===== src/rtl/ecs_pkg.sv =====
// Shared types for the external cache transaction sequencer.
// Bit 1 of an operation code marks a write and bit 0 marks a tag-only access;
// neighbouring logic decodes those two bits directly.
package ecs_pkg;

    typedef enum logic [1:0] {
        OP_DRD = 2'b00,
        OP_TRD = 2'b01,
        OP_DWR = 2'b10,
        OP_TWR = 2'b11
    } ecs_op_e;

    // True for the two write operations.
    function automatic logic op_writes(ecs_op_e op);
        return op[1];
    endfunction

    // True for the two single-transfer tag operations.
    function automatic logic op_tag_only(ecs_op_e op);
        return op[0];
    endfunction

endpackage


===== src/rtl/ecs_clock_gen.sv =====
// Cache clock edge model.
// Tracks the cache clock phase in half-core-cycle slots and reports, for each
// core cycle, whether a cache rising or falling edge falls inside it.
// Assumes cfg_half >= 4 and that cfg_half only changes while reset is held.
module ecs_clock_gen #(
    parameter int HALF_W = 4
) (
    input  logic              clk,
    input  logic              rst_n,
    input  logic [HALF_W-1:0] cfg_half,
    output logic              rise,
    output logic              rise_al,
    output logic              fall
);

    logic [HALF_W-1:0] hcnt;
    logic [HALF_W:0]   hsum;
    logic [HALF_W-1:0] hnext;
    logic [HALF_W-1:0] fall_pos;

    // Next slot position: two half slots per core cycle, wrapped at the period.
    always_comb begin
        hsum  = {1'b0, hcnt} + (HALF_W + 1)'(2);
        hnext = (hsum >= {1'b0, cfg_half}) ? HALF_W'(hsum - {1'b0, cfg_half})
                                           : HALF_W'(hsum);
    end

    // Slot counter, zero in the first cycle after reset.
    always_ff @(posedge clk) begin
        if (!rst_n) hcnt <= '0;
        else        hcnt <= hnext;
    end

    // Edge decode from the slot position at the start of this core cycle.
    always_comb begin
        fall_pos = cfg_half >> 1;
        rise_al  = (hcnt == '0);
        rise     = rise_al || (hcnt == cfg_half - HALF_W'(1));
        fall     = (hcnt == fall_pos) || (hcnt == fall_pos - HALF_W'(1));
    end

    AST_SLOT_RANGE: assert property (@(posedge clk) disable iff (!rst_n) hcnt < cfg_half) else $error("slot out of range");
    AST_EDGE_EXCL: assert property (@(posedge clk) disable iff (!rst_n) !(rise && fall)) else $error("rise and fall in one cycle");

endmodule


===== src/rtl/ecs_turnaround.sv =====
// Read/write turnaround gap.
// Loads the configured gap at the end of each transaction and counts it down
// on cache rising edges while idle. A command in the opposite direction to
// the last finished transaction is held off until the count reaches zero.
// Assumes cfg_bubbles is static while out of reset.
module ecs_turnaround #(
    parameter int BUB_W = 3
) (
    input  logic             clk,
    input  logic             rst_n,
    input  logic [BUB_W-1:0] cfg_bubbles,
    input  logic             rise,
    input  logic             busy,
    input  logic             xfer_end,
    input  logic             end_dir,
    input  logic             req_dir,
    input  logic             accept,
    output logic             allow
);

    logic [BUB_W-1:0] gap;
    logic             last_dir;

    // Gap load at transaction end, countdown on idle cache rising edges.
    always_ff @(posedge clk) begin
        if (!rst_n) begin
            gap      <= '0;
            last_dir <= 1'b0;
        end else if (xfer_end) begin
            gap      <= cfg_bubbles;
            last_dir <= end_dir;
        end else if (!busy && rise && gap != '0) begin
            gap <= gap - BUB_W'(1);
        end
    end

    // Same direction or an expired gap may start.
    always_comb allow = (req_dir == last_dir) || (gap == '0);

    AST_TURN_GAP: assert property (@(posedge clk) disable iff (!rst_n) accept && (req_dir != last_dir) |-> gap == '0) else $error("turnaround started early");
    AST_GAP_BOUND: assert property (@(posedge clk) disable iff (!rst_n) gap <= cfg_bubbles) else $error("gap above setting");

endmodule


===== src/rtl/ecs_burst_ctrl.sv =====
// Transaction control.
// Holds the accepted operation and address, counts data beats on the enabled
// cache-clock edges, marks the first cache rising edge for tag work and flags
// the end of each transaction. Once busy, nothing can stop the transfer.
// Assumes at least one of cfg_rise_en and cfg_fall_en is set.
module ecs_burst_ctrl
    import ecs_pkg::*;
#(
    parameter int ADDR_W = 32,
    parameter int BEATS  = 4,
    localparam int BIDX_W = $clog2(BEATS)
) (
    input  logic              clk,
    input  logic              rst_n,
    input  logic              rise,
    input  logic              fall,
    input  logic              cfg_rise_en,
    input  logic              cfg_fall_en,
    input  logic              accept,
    input  ecs_op_e           cmd_op,
    input  logic [ADDR_W-1:0] cmd_addr,
    output logic              busy,
    output ecs_op_e           op_q,
    output logic [BIDX_W-1:0] beat_idx,
    output logic              data_beat,
    output logic              tag_hit,
    output logic              xfer_end,
    output logic              c_start,
    output logic [ADDR_W-1:0] c_addr
);

    logic tag_pend;
    logic beat_ev;
    logic last_beat;

    // Beat and end decode for the current core cycle.
    always_comb begin
        beat_ev   = (rise && cfg_rise_en) || (fall && cfg_fall_en);
        data_beat = busy && !op_tag_only(op_q) && beat_ev;
        tag_hit   = busy && tag_pend && rise;
        last_beat = (beat_idx == BIDX_W'(BEATS - 1));
        xfer_end  = op_tag_only(op_q) ? tag_hit : (data_beat && last_beat);
    end

    // Transaction state: busy flag, operation, beat count and pending tag slot.
    always_ff @(posedge clk) begin
        if (!rst_n) begin
            busy     <= 1'b0;
            op_q     <= OP_DRD;
            beat_idx <= '0;
            tag_pend <= 1'b0;
            c_addr   <= '0;
        end else if (accept) begin
            busy     <= 1'b1;
            op_q     <= cmd_op;
            beat_idx <= '0;
            tag_pend <= (cmd_op != OP_DWR);
            c_addr   <= cmd_addr;
        end else begin
            if (xfer_end)       busy     <= 1'b0;
            if (data_beat)      beat_idx <= beat_idx + BIDX_W'(1);
            if (tag_hit)        tag_pend <= 1'b0;
        end
    end

    // One-cycle start strobe following acceptance.
    always_ff @(posedge clk) begin
        if (!rst_n) c_start <= 1'b0;
        else        c_start <= accept;
    end

    AST_READ_RUNS: assert property (@(posedge clk) disable iff (!rst_n) busy && !op_writes(op_q) && !xfer_end |=> busy) else $error("read dropped");
    AST_NO_REACCEPT: assert property (@(posedge clk) disable iff (!rst_n) busy |-> !accept) else $error("accepted while busy");
    AST_START_PULSE: assert property (@(posedge clk) disable iff (!rst_n) c_start |-> busy && !$past(c_start)) else $error("start strobe wrong");

endmodule


===== src/rtl/ecs_line_buf.sv =====
// Data and tag path.
// Presents write beats in order on the data bus, drives the tag for tag
// writes, gathers read beats into a line and samples the read tag. Control
// strobes come from the transaction controller.
module ecs_line_buf
    import ecs_pkg::*;
#(
    parameter int BEATS  = 4,
    parameter int BEAT_W = 128,
    parameter int TAG_W  = 20,
    localparam int BIDX_W = $clog2(BEATS),
    localparam int LINE_W = BEAT_W * BEATS
) (
    input  logic              clk,
    input  logic              rst_n,
    input  logic              accept,
    input  ecs_op_e           cmd_op,
    input  logic [LINE_W-1:0] cmd_wline,
    input  logic [TAG_W-1:0]  cmd_wtag,
    input  logic              busy,
    input  ecs_op_e           op_q,
    input  logic [BIDX_W-1:0] beat_idx,
    input  logic              data_beat,
    input  logic              tag_hit,
    input  logic              xfer_end,
    input  logic              rise,
    input  logic [BEAT_W-1:0] c_rdata,
    input  logic [TAG_W-1:0]  c_tag_in,
    output logic [BEAT_W-1:0] c_wdata,
    output logic              c_data_oe,
    output logic [TAG_W-1:0]  c_tag_out,
    output logic              c_tag_oe,
    output logic              rd_done,
    output logic [LINE_W-1:0] rd_line,
    output logic [TAG_W-1:0]  rd_tag
);

    logic [LINE_W-1:0] wline_q;
    logic [BEAT_W-1:0] wbeat [BEATS];
    logic [BEAT_W-1:0] rbeat [BEATS];
    logic [BIDX_W-1:0] nxt_idx;

    always_comb nxt_idx = beat_idx + BIDX_W'(1);

    // Split the stored write line into beats and join read beats into a line.
    for (genvar g = 0; g < BEATS; g++) begin : g_beat
        assign wbeat[g] = wline_q[g*BEAT_W +: BEAT_W];
        assign rd_line[g*BEAT_W +: BEAT_W] = rbeat[g];

        // Capture read beat g on its beat event.
        always_ff @(posedge clk) begin
            if (!rst_n) rbeat[g] <= '0;
            else if (data_beat && op_q == OP_DRD && beat_idx == BIDX_W'(g))
                rbeat[g] <= c_rdata;
        end
    end

    // Write beat sequencing and data bus enable.
    always_ff @(posedge clk) begin
        if (!rst_n) begin
            wline_q   <= '0;
            c_wdata   <= '0;
            c_data_oe <= 1'b0;
        end else if (accept && cmd_op == OP_DWR) begin
            wline_q   <= cmd_wline;
            c_wdata   <= cmd_wline[BEAT_W-1:0];
            c_data_oe <= 1'b1;
        end else if (xfer_end) begin
            c_data_oe <= 1'b0;
        end else if (data_beat && op_q == OP_DWR) begin
            c_wdata <= wbeat[nxt_idx];
        end
    end

    // Tag write drive, held until the first cache rising edge.
    always_ff @(posedge clk) begin
        if (!rst_n) begin
            c_tag_out <= '0;
            c_tag_oe  <= 1'b0;
        end else if (accept && cmd_op == OP_TWR) begin
            c_tag_out <= cmd_wtag;
            c_tag_oe  <= 1'b1;
        end else if (tag_hit) begin
            c_tag_oe  <= 1'b0;
        end
    end

    // Read tag sample and completion pulse.
    always_ff @(posedge clk) begin
        if (!rst_n) begin
            rd_tag  <= '0;
            rd_done <= 1'b0;
        end else begin
            if (tag_hit && !op_writes(op_q)) rd_tag <= c_tag_in;
            rd_done <= xfer_end && !op_writes(op_q);
        end
    end

    AST_TAG_ON_RISE: assert property (@(posedge clk) disable iff (!rst_n) !$stable(c_tag_out) |-> $past(rise)) else $error("tag moved off rising edge");
    AST_WDATA_OE: assert property (@(posedge clk) disable iff (!rst_n) c_data_oe |-> busy && op_q == OP_DWR) else $error("data bus driven outside write");
    AST_TAG_OE: assert property (@(posedge clk) disable iff (!rst_n) c_tag_oe |-> busy && op_q == OP_TWR) else $error("tag bus driven outside tag write");

endmodule


===== src/rtl/ext_cache_seq.sv =====
// External cache transaction sequencer, top level.
// Accepts one command at a time, starts it on a permitted cache rising edge,
// honours the read/write turnaround gap and moves data and tags through the
// line buffer. The cache clock is described by cfg_half (half core cycles per
// cache cycle); all configuration inputs are static while out of reset.
module ext_cache_seq
    import ecs_pkg::*;
#(
    parameter int ADDR_W = 32,
    parameter int BEAT_W = 128,
    parameter int BEATS  = 4,
    parameter int TAG_W  = 20,
    parameter int HALF_W = 4,
    parameter int BUB_W  = 3,
    localparam int LINE_W = BEAT_W * BEATS,
    localparam int BIDX_W = $clog2(BEATS)
) (
    input  logic              clk,
    input  logic              rst_n,
    input  logic [HALF_W-1:0] cfg_half,
    input  logic              cfg_align,
    input  logic              cfg_rise_en,
    input  logic              cfg_fall_en,
    input  logic [BUB_W-1:0]  cfg_bubbles,
    input  logic              cmd_valid,
    output logic              cmd_ready,
    input  logic [1:0]        cmd_op,
    input  logic [ADDR_W-1:0] cmd_addr,
    input  logic [LINE_W-1:0] cmd_wline,
    input  logic [TAG_W-1:0]  cmd_wtag,
    output logic              rd_done,
    output logic [LINE_W-1:0] rd_line,
    output logic [TAG_W-1:0]  rd_tag,
    output logic              c_start,
    output logic [1:0]        c_op,
    output logic [ADDR_W-1:0] c_addr,
    output logic              c_data_oe,
    output logic [BEAT_W-1:0] c_wdata,
    input  logic [BEAT_W-1:0] c_rdata,
    output logic              c_tag_oe,
    output logic [TAG_W-1:0]  c_tag_out,
    input  logic [TAG_W-1:0]  c_tag_in
);

    ecs_op_e           req_op;
    ecs_op_e           op_q;
    logic              rise, rise_al, fall;
    logic              start_ok, allow, accept;
    logic              busy, data_beat, tag_hit, xfer_end;
    logic [BIDX_W-1:0] beat_idx;

    // Handshake: start only on a permitted edge, idle, and past any gap.
    always_comb begin
        req_op    = ecs_op_e'(cmd_op);
        start_ok  = cfg_align ? rise_al : rise;
        cmd_ready = rst_n && !busy && start_ok && allow;
        accept    = cmd_valid && cmd_ready;
        c_op      = op_q;
    end

    ecs_clock_gen #(.HALF_W(HALF_W)) u_clk (
        .clk      (clk),
        .rst_n    (rst_n),
        .cfg_half (cfg_half),
        .rise     (rise),
        .rise_al  (rise_al),
        .fall     (fall)
    );

    ecs_turnaround #(.BUB_W(BUB_W)) u_turn (
        .clk         (clk),
        .rst_n       (rst_n),
        .cfg_bubbles (cfg_bubbles),
        .rise        (rise),
        .busy        (busy),
        .xfer_end    (xfer_end),
        .end_dir     (op_writes(op_q)),
        .req_dir     (op_writes(req_op)),
        .accept      (accept),
        .allow       (allow)
    );

    ecs_burst_ctrl #(.ADDR_W(ADDR_W), .BEATS(BEATS)) u_ctrl (
        .clk         (clk),
        .rst_n       (rst_n),
        .rise        (rise),
        .fall        (fall),
        .cfg_rise_en (cfg_rise_en),
        .cfg_fall_en (cfg_fall_en),
        .accept      (accept),
        .cmd_op      (req_op),
        .cmd_addr    (cmd_addr),
        .busy        (busy),
        .op_q        (op_q),
        .beat_idx    (beat_idx),
        .data_beat   (data_beat),
        .tag_hit     (tag_hit),
        .xfer_end    (xfer_end),
        .c_start     (c_start),
        .c_addr      (c_addr)
    );

    ecs_line_buf #(.BEATS(BEATS), .BEAT_W(BEAT_W), .TAG_W(TAG_W)) u_buf (
        .clk       (clk),
        .rst_n     (rst_n),
        .accept    (accept),
        .cmd_op    (req_op),
        .cmd_wline (cmd_wline),
        .cmd_wtag  (cmd_wtag),
        .busy      (busy),
        .op_q      (op_q),
        .beat_idx  (beat_idx),
        .data_beat (data_beat),
        .tag_hit   (tag_hit),
        .xfer_end  (xfer_end),
        .rise      (rise),
        .c_rdata   (c_rdata),
        .c_tag_in  (c_tag_in),
        .c_wdata   (c_wdata),
        .c_data_oe (c_data_oe),
        .c_tag_out (c_tag_out),
        .c_tag_oe  (c_tag_oe),
        .rd_done   (rd_done),
        .rd_line   (rd_line),
        .rd_tag    (rd_tag)
    );

    AST_START_ON_RISE: assert property (@(posedge clk) disable iff (!rst_n) accept |-> rise) else $error("start off rising edge");
    AST_ALIGNED_START: assert property (@(posedge clk) disable iff (!rst_n) accept && cfg_align |-> rise_al) else $error("unaligned start");
    AST_DONE_AFTER_READ: assert property (@(posedge clk) disable iff (!rst_n) rd_done |-> $past(busy) && !$past(op_q[1])) else $error("done without read");

endmodule


===== config.mk =====
export PLATFORM = sky130hd
export DESIGN_NAME = ext_cache_seq
export DESIGN_NICKNAME = d
export VERILOG_FILES = /design/src/rtl/ecs_pkg.sv /design/src/rtl/ecs_clock_gen.sv /design/src/rtl/ecs_turnaround.sv /design/src/rtl/ecs_burst_ctrl.sv /design/src/rtl/ecs_line_buf.sv /design/src/rtl/ext_cache_seq.sv
export SDC_FILE = /design/constraint.sdc
export NUM_CORES = 2
export LEC_CHECK = 0
export BUFFER_PORTS_ARGS = -buffer_cell sky130_fd_sc_hd__buf_4
export CAP_MARGIN = 20
export CORE_AREA = 2 2 569 571
export CTS_BUF_LIST = sky130_fd_sc_hd__clkbuf_16
export DETAILED_ROUTE_END_ITERATION = 10
export DIE_AREA = 0 0 571 573
export GPL_TIMING_DRIVEN = 0
export PLACE_DENSITY_LB_ADDON = 0.1
export SETUP_SLACK_MARGIN = 0.4
export SKIP_LAST_GASP = 1
export SLEW_MARGIN = 10
export SYNTH_ARGS = -nofsm -noshare
export SYNTH_HDL_FRONTEND = slang
export SYNTH_SLANG_ARGS = --single-unit

===== constraint.sdc =====
create_clock -name clk -period 36.2 [get_ports clk]
set_input_delay 7.24 -clock clk [delete_from_list [all_inputs] [get_ports clk]]
set_output_delay 7.24 -clock clk [all_outputs]
set_load 0.02 [all_outputs]

; ---- Word-level counts from Yosys, hierarchy flattened
; Memory sizes are Yosys's and may differ from the RTL's.
; Cells that the tools add are included.
[totals]
out_inout_bits = 719
wordCells = 120
mem_count = 1
register_bits = 730
in_bits = 727
ram_bits = 512
[op_classes]
reduce_logical = 43
n_eq_ne = 12
n_bitwise = 6
mux = 34
magnitude_cmp = 2
addsub = 6
[mem_list]
columns = name, words, word_bits, read_ports, rd_clocked_by_memory_dff, wr, line_no
row1 = u_buf.rbeat, 4, 128, 4, 0, 4, ecs_line_buf.sv:40  ; logic [BEAT_W-1:0] rbeat [BEATS];
[op_table]
columns = op, n
row1 = two-way mux 128 bit, 9
row2 = binary-select mux 128 bit (select 2 bit), 1
row3 = logical AND 1 bit, 23
row4 = two-way mux 1 bit, 21
row5 = nonzero test 2 bit, 6
row6 = "equality test 2 bit, second input constant", 5
row7 = equality test 4 bit, 2
row8 = two-way mux 3 bit, 2
row9 = "adder 4 x 2 -> 5 bit, second input constant", 1
row10 = >= comparator 5 x 4 -> 1 bit, 1
row11 = equality test 4 x 3 -> 1 bit, 1
row12 = zero test 2 bit, 2
row13 = zero test 4 bit, 1
row14 = logical OR 1 bit, 4
row15 = two-way mux 4 bit, 1
row16 = "!= test 2 bit, second input constant", 2
row17 = OR 1 bit, 4
row18 = "subtractor 3 x 1 -> 4 bit, second input constant", 1
row19 = "subtractor 4 x 1 -> 4 bit, second input constant", 1
row20 = subtractor 4 bit, 1
row21 = ">= comparator 3 bit, second input constant", 1
row22 = zero test 1 bit, 3
row23 = zero test 3 bit, 1
row24 = inverter 2 -> 3 bit, 1
row25 = 8 further kinds, 8

; ---- Longest topological paths before layout
[logic_depth]
word_depth = 12
ltp_mapped = 12
mapped_depth_nobuf = 8

; ---- Hierarchy
; A second synthesis with hierarchy kept.
[hier_totals]
cells_unflattened = 4620
area_unflattened_um2 = 49414.9
[modules_own_cells]
columns = mod, n_inst, cells_per_inst, area_each_um2, seq_area_each_um2
row1 = ecs_line_buf, 1, 4376, 46970.0, 29047.9
row2 = ecs_burst_ctrl, 1, 138, 1532.7, 780.7
row3 = ecs_clock_gen, 1, 72, 629.4, 80.1
row4 = ecs_turnaround, 1, 30, 249.0, 80.1
row5 = ext_cache_seq, 1, 4, 33.8, 0.0

; ---- Least setup slack after synthesis
; OpenSTA, ideal clock, no wires.
[synth_timing]
path_kind = in2reg
start = input port cfg_half[1]
end = memory u_buf.rbeat[0][0], enable pin
t_arrival_ps = 18021
path_stages = 7
setup_time_ps = 804
path_buffers = 0
path_slack_ps = 17375
required_time_ps = 35396
cell_sequence = inv_1 > ha_1 > xor3_1 > or3_4 > nor3_2 > o21ai_2 > o31ai_1
[synth_rtl]
columns = item, line_no
row1 = "start, declared", ext_cache_seq.sv:20  ; input logic [HALF_W-1:0] cfg_half,
row2 = "end, declared", ecs_line_buf.sv:40

; ---- Worst setup path after layout
[layout_timing]
start = input port cfg_half[1]
end = output port cmd_ready
[layout_via]
elab_chain_len = 6
[layout_lines]
columns = item, line_no
row1 = subtractor 4 x 1 -> 4 bit, ecs_clock_gen.sv:38  ; rise = rise_al || (hcnt == cfg_half - HALF_W'(1));
row2 = equality test 4 bit, ecs_clock_gen.sv:38
row3 = logical OR 1 bit, ecs_clock_gen.sv:38
row4 = two-way mux 1 bit, ext_cache_seq.sv:55  ; start_ok = cfg_align ? rise_al : rise;
row5 = logical AND 1 bit (2 in series), ext_cache_seq.sv:56  ; cmd_ready = rst_n && !busy && start_ok && allow;
row6 = "end, declared", ext_cache_seq.sv:26  ; output logic cmd_ready,
; No other way between the ends.

==> results.json <==
{
  "final_cells": 10800,
  "ant_nets": 0,
  "p_leak_nw": 28.0,
  "dieArea_sq_mm": 0.327,
  "cts_setup_buffers": 0,
  "cts_sinks": 1242,
  "finalCritPeriodShare": 0.452,
  "grt_pass1_vias": 43000,
  "worstPathArrival_ps": 9140,
  "crit_required_ps": 28960,
  "ioPinCount": 1446,
  "root_buffer": "clkbuf_16",
  "post_cts_resize_count": 0,
  "crit_fanout": 5,
  "total_power_w": 0.00397,
  "grt_pass1_wl_mm": 409,
  "drive_gt1_frac": 0.312,
  "die_height_um": 573,
  "peakVddDrop_v": 0.0000326,
  "maxCapViolations": 0,
  "hold_class": "register to register",
  "cts_tree": "yes",
  "fin_setup_tns_ps": 0,
  "rows": 208,
  "core_area_sq_mm": 0.320,
  "drc_errors": 0,
  "synth_fp_nets": 5338,
  "ctsHoldBuffers": 0,
  "area_growth_pct": 45.2,
  "worst_pin_slew_ps": 1160,
  "htree_levels": 4,
  "wl_mm": 315,
  "dr.first_iter.drc_count": 2278,
  "clk_path_buf_depth": 4,
  "hp-start": "u_buf.wline_q[337]",
  "n_fill_cell": 35100,
  "start_util": 0.155,
  "antenna_found_initial": 147,
  "nets": 7012,
  "clk_latency_ps": 850,
  "seq_area_frac_synth": 0.604,
  "status": "complete, no violations",
  "clkTransAtPathRegs_ps": 50,
  "vias": 42100,
  "clock_skew_ps": 55.3,
  "grt_max_degree": 17,
  "cp-startpoint": "cfg_half[1]",
  "mostFrequentLayoutCell": "buf_4",
  "finalSetupViolCount": 0,
  "critical_path_class": "input port to output pin",
  "period_minus_slack_ps": 16380,
  "worstSetupEndpointType": "output pin",
  "startpoint_type": "input port",
  "yosysWarnings": 0,
  "regArea_sq_mm": 0.0300,
  "hold_viol": 0,
  "cts_made_buffers": 167,
  "synth-seq-cells": 1242,
  "maxSlewViolCount": 0,
  "rsz0062_at_grt": "no",
  "hpwl_mm": 257,
  "first_pass_iters": 5,
  "synth_area_sq_mm": 0.0497,
  "p_per_area_mw_per_mm2": 55.0,
  "clock.fmax_mhz": 61.1,
  "holdWs_ps": 451,
  "wl_per_cell_um": 29.3,
  "die_w_um": 571,
  "final_cell_mix": "buf_4 (1473), nand2_1 (1114), dfxtp_1 (730)",
  "gp_congestion": 0.823,
  "synth_edf_count": 512,
  "multi_input_comb_area_sq_mm": 0.0181,
  "io_buffers": 1444,
  "r2r_start": "u_ctrl.beat_idx[0]",
  "max-slew-margin-rel": 0.225,
  "grt-ovfl-total": 0,
  "syn_inst": 4596,
  "synth_cell_types": 49,
  "grtUsageTotal": 0.186,
  "async_flop_share": 0,
  "dp_cells": 10400,
  "syn_avg_cell_area_sq_um": 10.8,
  "ys.flop_type": "dfxtp_1",
  "vias_per_cell": 3.91
}
==> cells by family (layout without fill, tap and decap cells) <==
family	Yosys count	count (layout)	share of synthesized area
buffers and inverters	381	2187	0.0331
AOI/OAI and AO/OA	909	909	0.113
muxes	189	189	0.0704
DFF	1242	1242	0.604
xor gates and xnor gates	17	17	0.00358
and+or+nand+nor	1843	1843	0.172
adders and majority gates	15	15	0.00393
other	0	51	0
==> area by class of cell <==
class / instances / share of cell area
Tap cell: 4305 / 0.0747
Timing Repair Buffer: 1505 / 0.163
Inverter: 17 / 0.000885
Clock inverter: 128 / 0.0107
Sequential cell: 1242 / 0.416
Buffer: 364 / 0.0222
Clock buffer: 173 / 0.0600
Antenna cell: 51 / 0.00177
Multi-Input combinational cell: 2973 / 0.251
==> state kept, by name (all words and copies together) (netlist names) <==
register	cells
u_buf.c_wdata	128
u_buf.rd_done	1
u_ctrl.c_start	1
u_ctrl.busy	1
u_ctrl.c_addr	32
u_buf.c_tag_oe	1
u_ctrl.tag_pend	1
u_turn.gap	3
u_clk.hcnt	4
u_buf.rbeat	512
u_buf.c_data_oe	1
u_ctrl.beat_idx	2
u_buf.wline_q	512
u_buf.rd_tag	20
u_buf.c_tag_out	20
u_ctrl.op_q	2
u_turn.last_dir	1
==> final timing paths <==
| check | slack (ps) | cells past startpoint | endpoint |
|---|---|---|---|
| worst min-delay path | 450 | 2 | u_buf.wline_q[337] |
| worst min register to register | 450 | 2 | u_buf.wline_q[337] |
| worst max register to register | 30170 | 11 | u_buf.c_wdata[110] |
| worst max-delay path | 19820 | 8 | cmd_ready |
==> worst max-delay path, cell delays in order <==
cell and delay (ps):
buf_4 130, inv_1 170, ha_1 210, xor3_1 300, or3_4 420, o31ai_4 310
and2_1 180, buf_4 150
==> cells in the mapped netlist (62+ instances only) <==
master    count  area share
nand3_1     153       0.015
a21boi_1    119       0.018
o21ai_0     280       0.028
mux4_2      128       0.058
clkbuf_1    246       0.019
a21oi_1     225       0.023
nand2_1    1114       0.084
buf_2        62      0.0062
and2_1      517       0.065
dfxtp_1     730        0.29
edfxtp_1    512        0.31
a21boi_0    268       0.041
==> power by group <==
group / switching (W) / internal [W]
logic: 0.000489 / 0.000267
clock network: 0.000697 / 0.000905
registers: 0.0000525 / 0.00156
total: 0.00124 / 0.00273
==> through the flow <==
step / setup WS, ps / util / instance area, sq um
after global routing: 19740 / 0.225 / 72000
after global placement: 6630 / 0.206 / 65900
after CTS: 19780 / 0.225 / 71900
final: 19820 / 0.225 / 72100
after detailed placement: 19780 / 0.209 / 66800
after floorplan: 17380 / - / 49700
==> per-layer routing <==
layer  global-route usage  part of all wire  vias to the layer above
met5                    0            0.0027                        -
met1                0.201              0.37                    20600
met3               0.0669             0.085                      542
li1                     -                 -                    19200
met4               0.0827             0.045                      132
met2                0.322              0.49                     1580
Power figures use the tool's default switching activity.
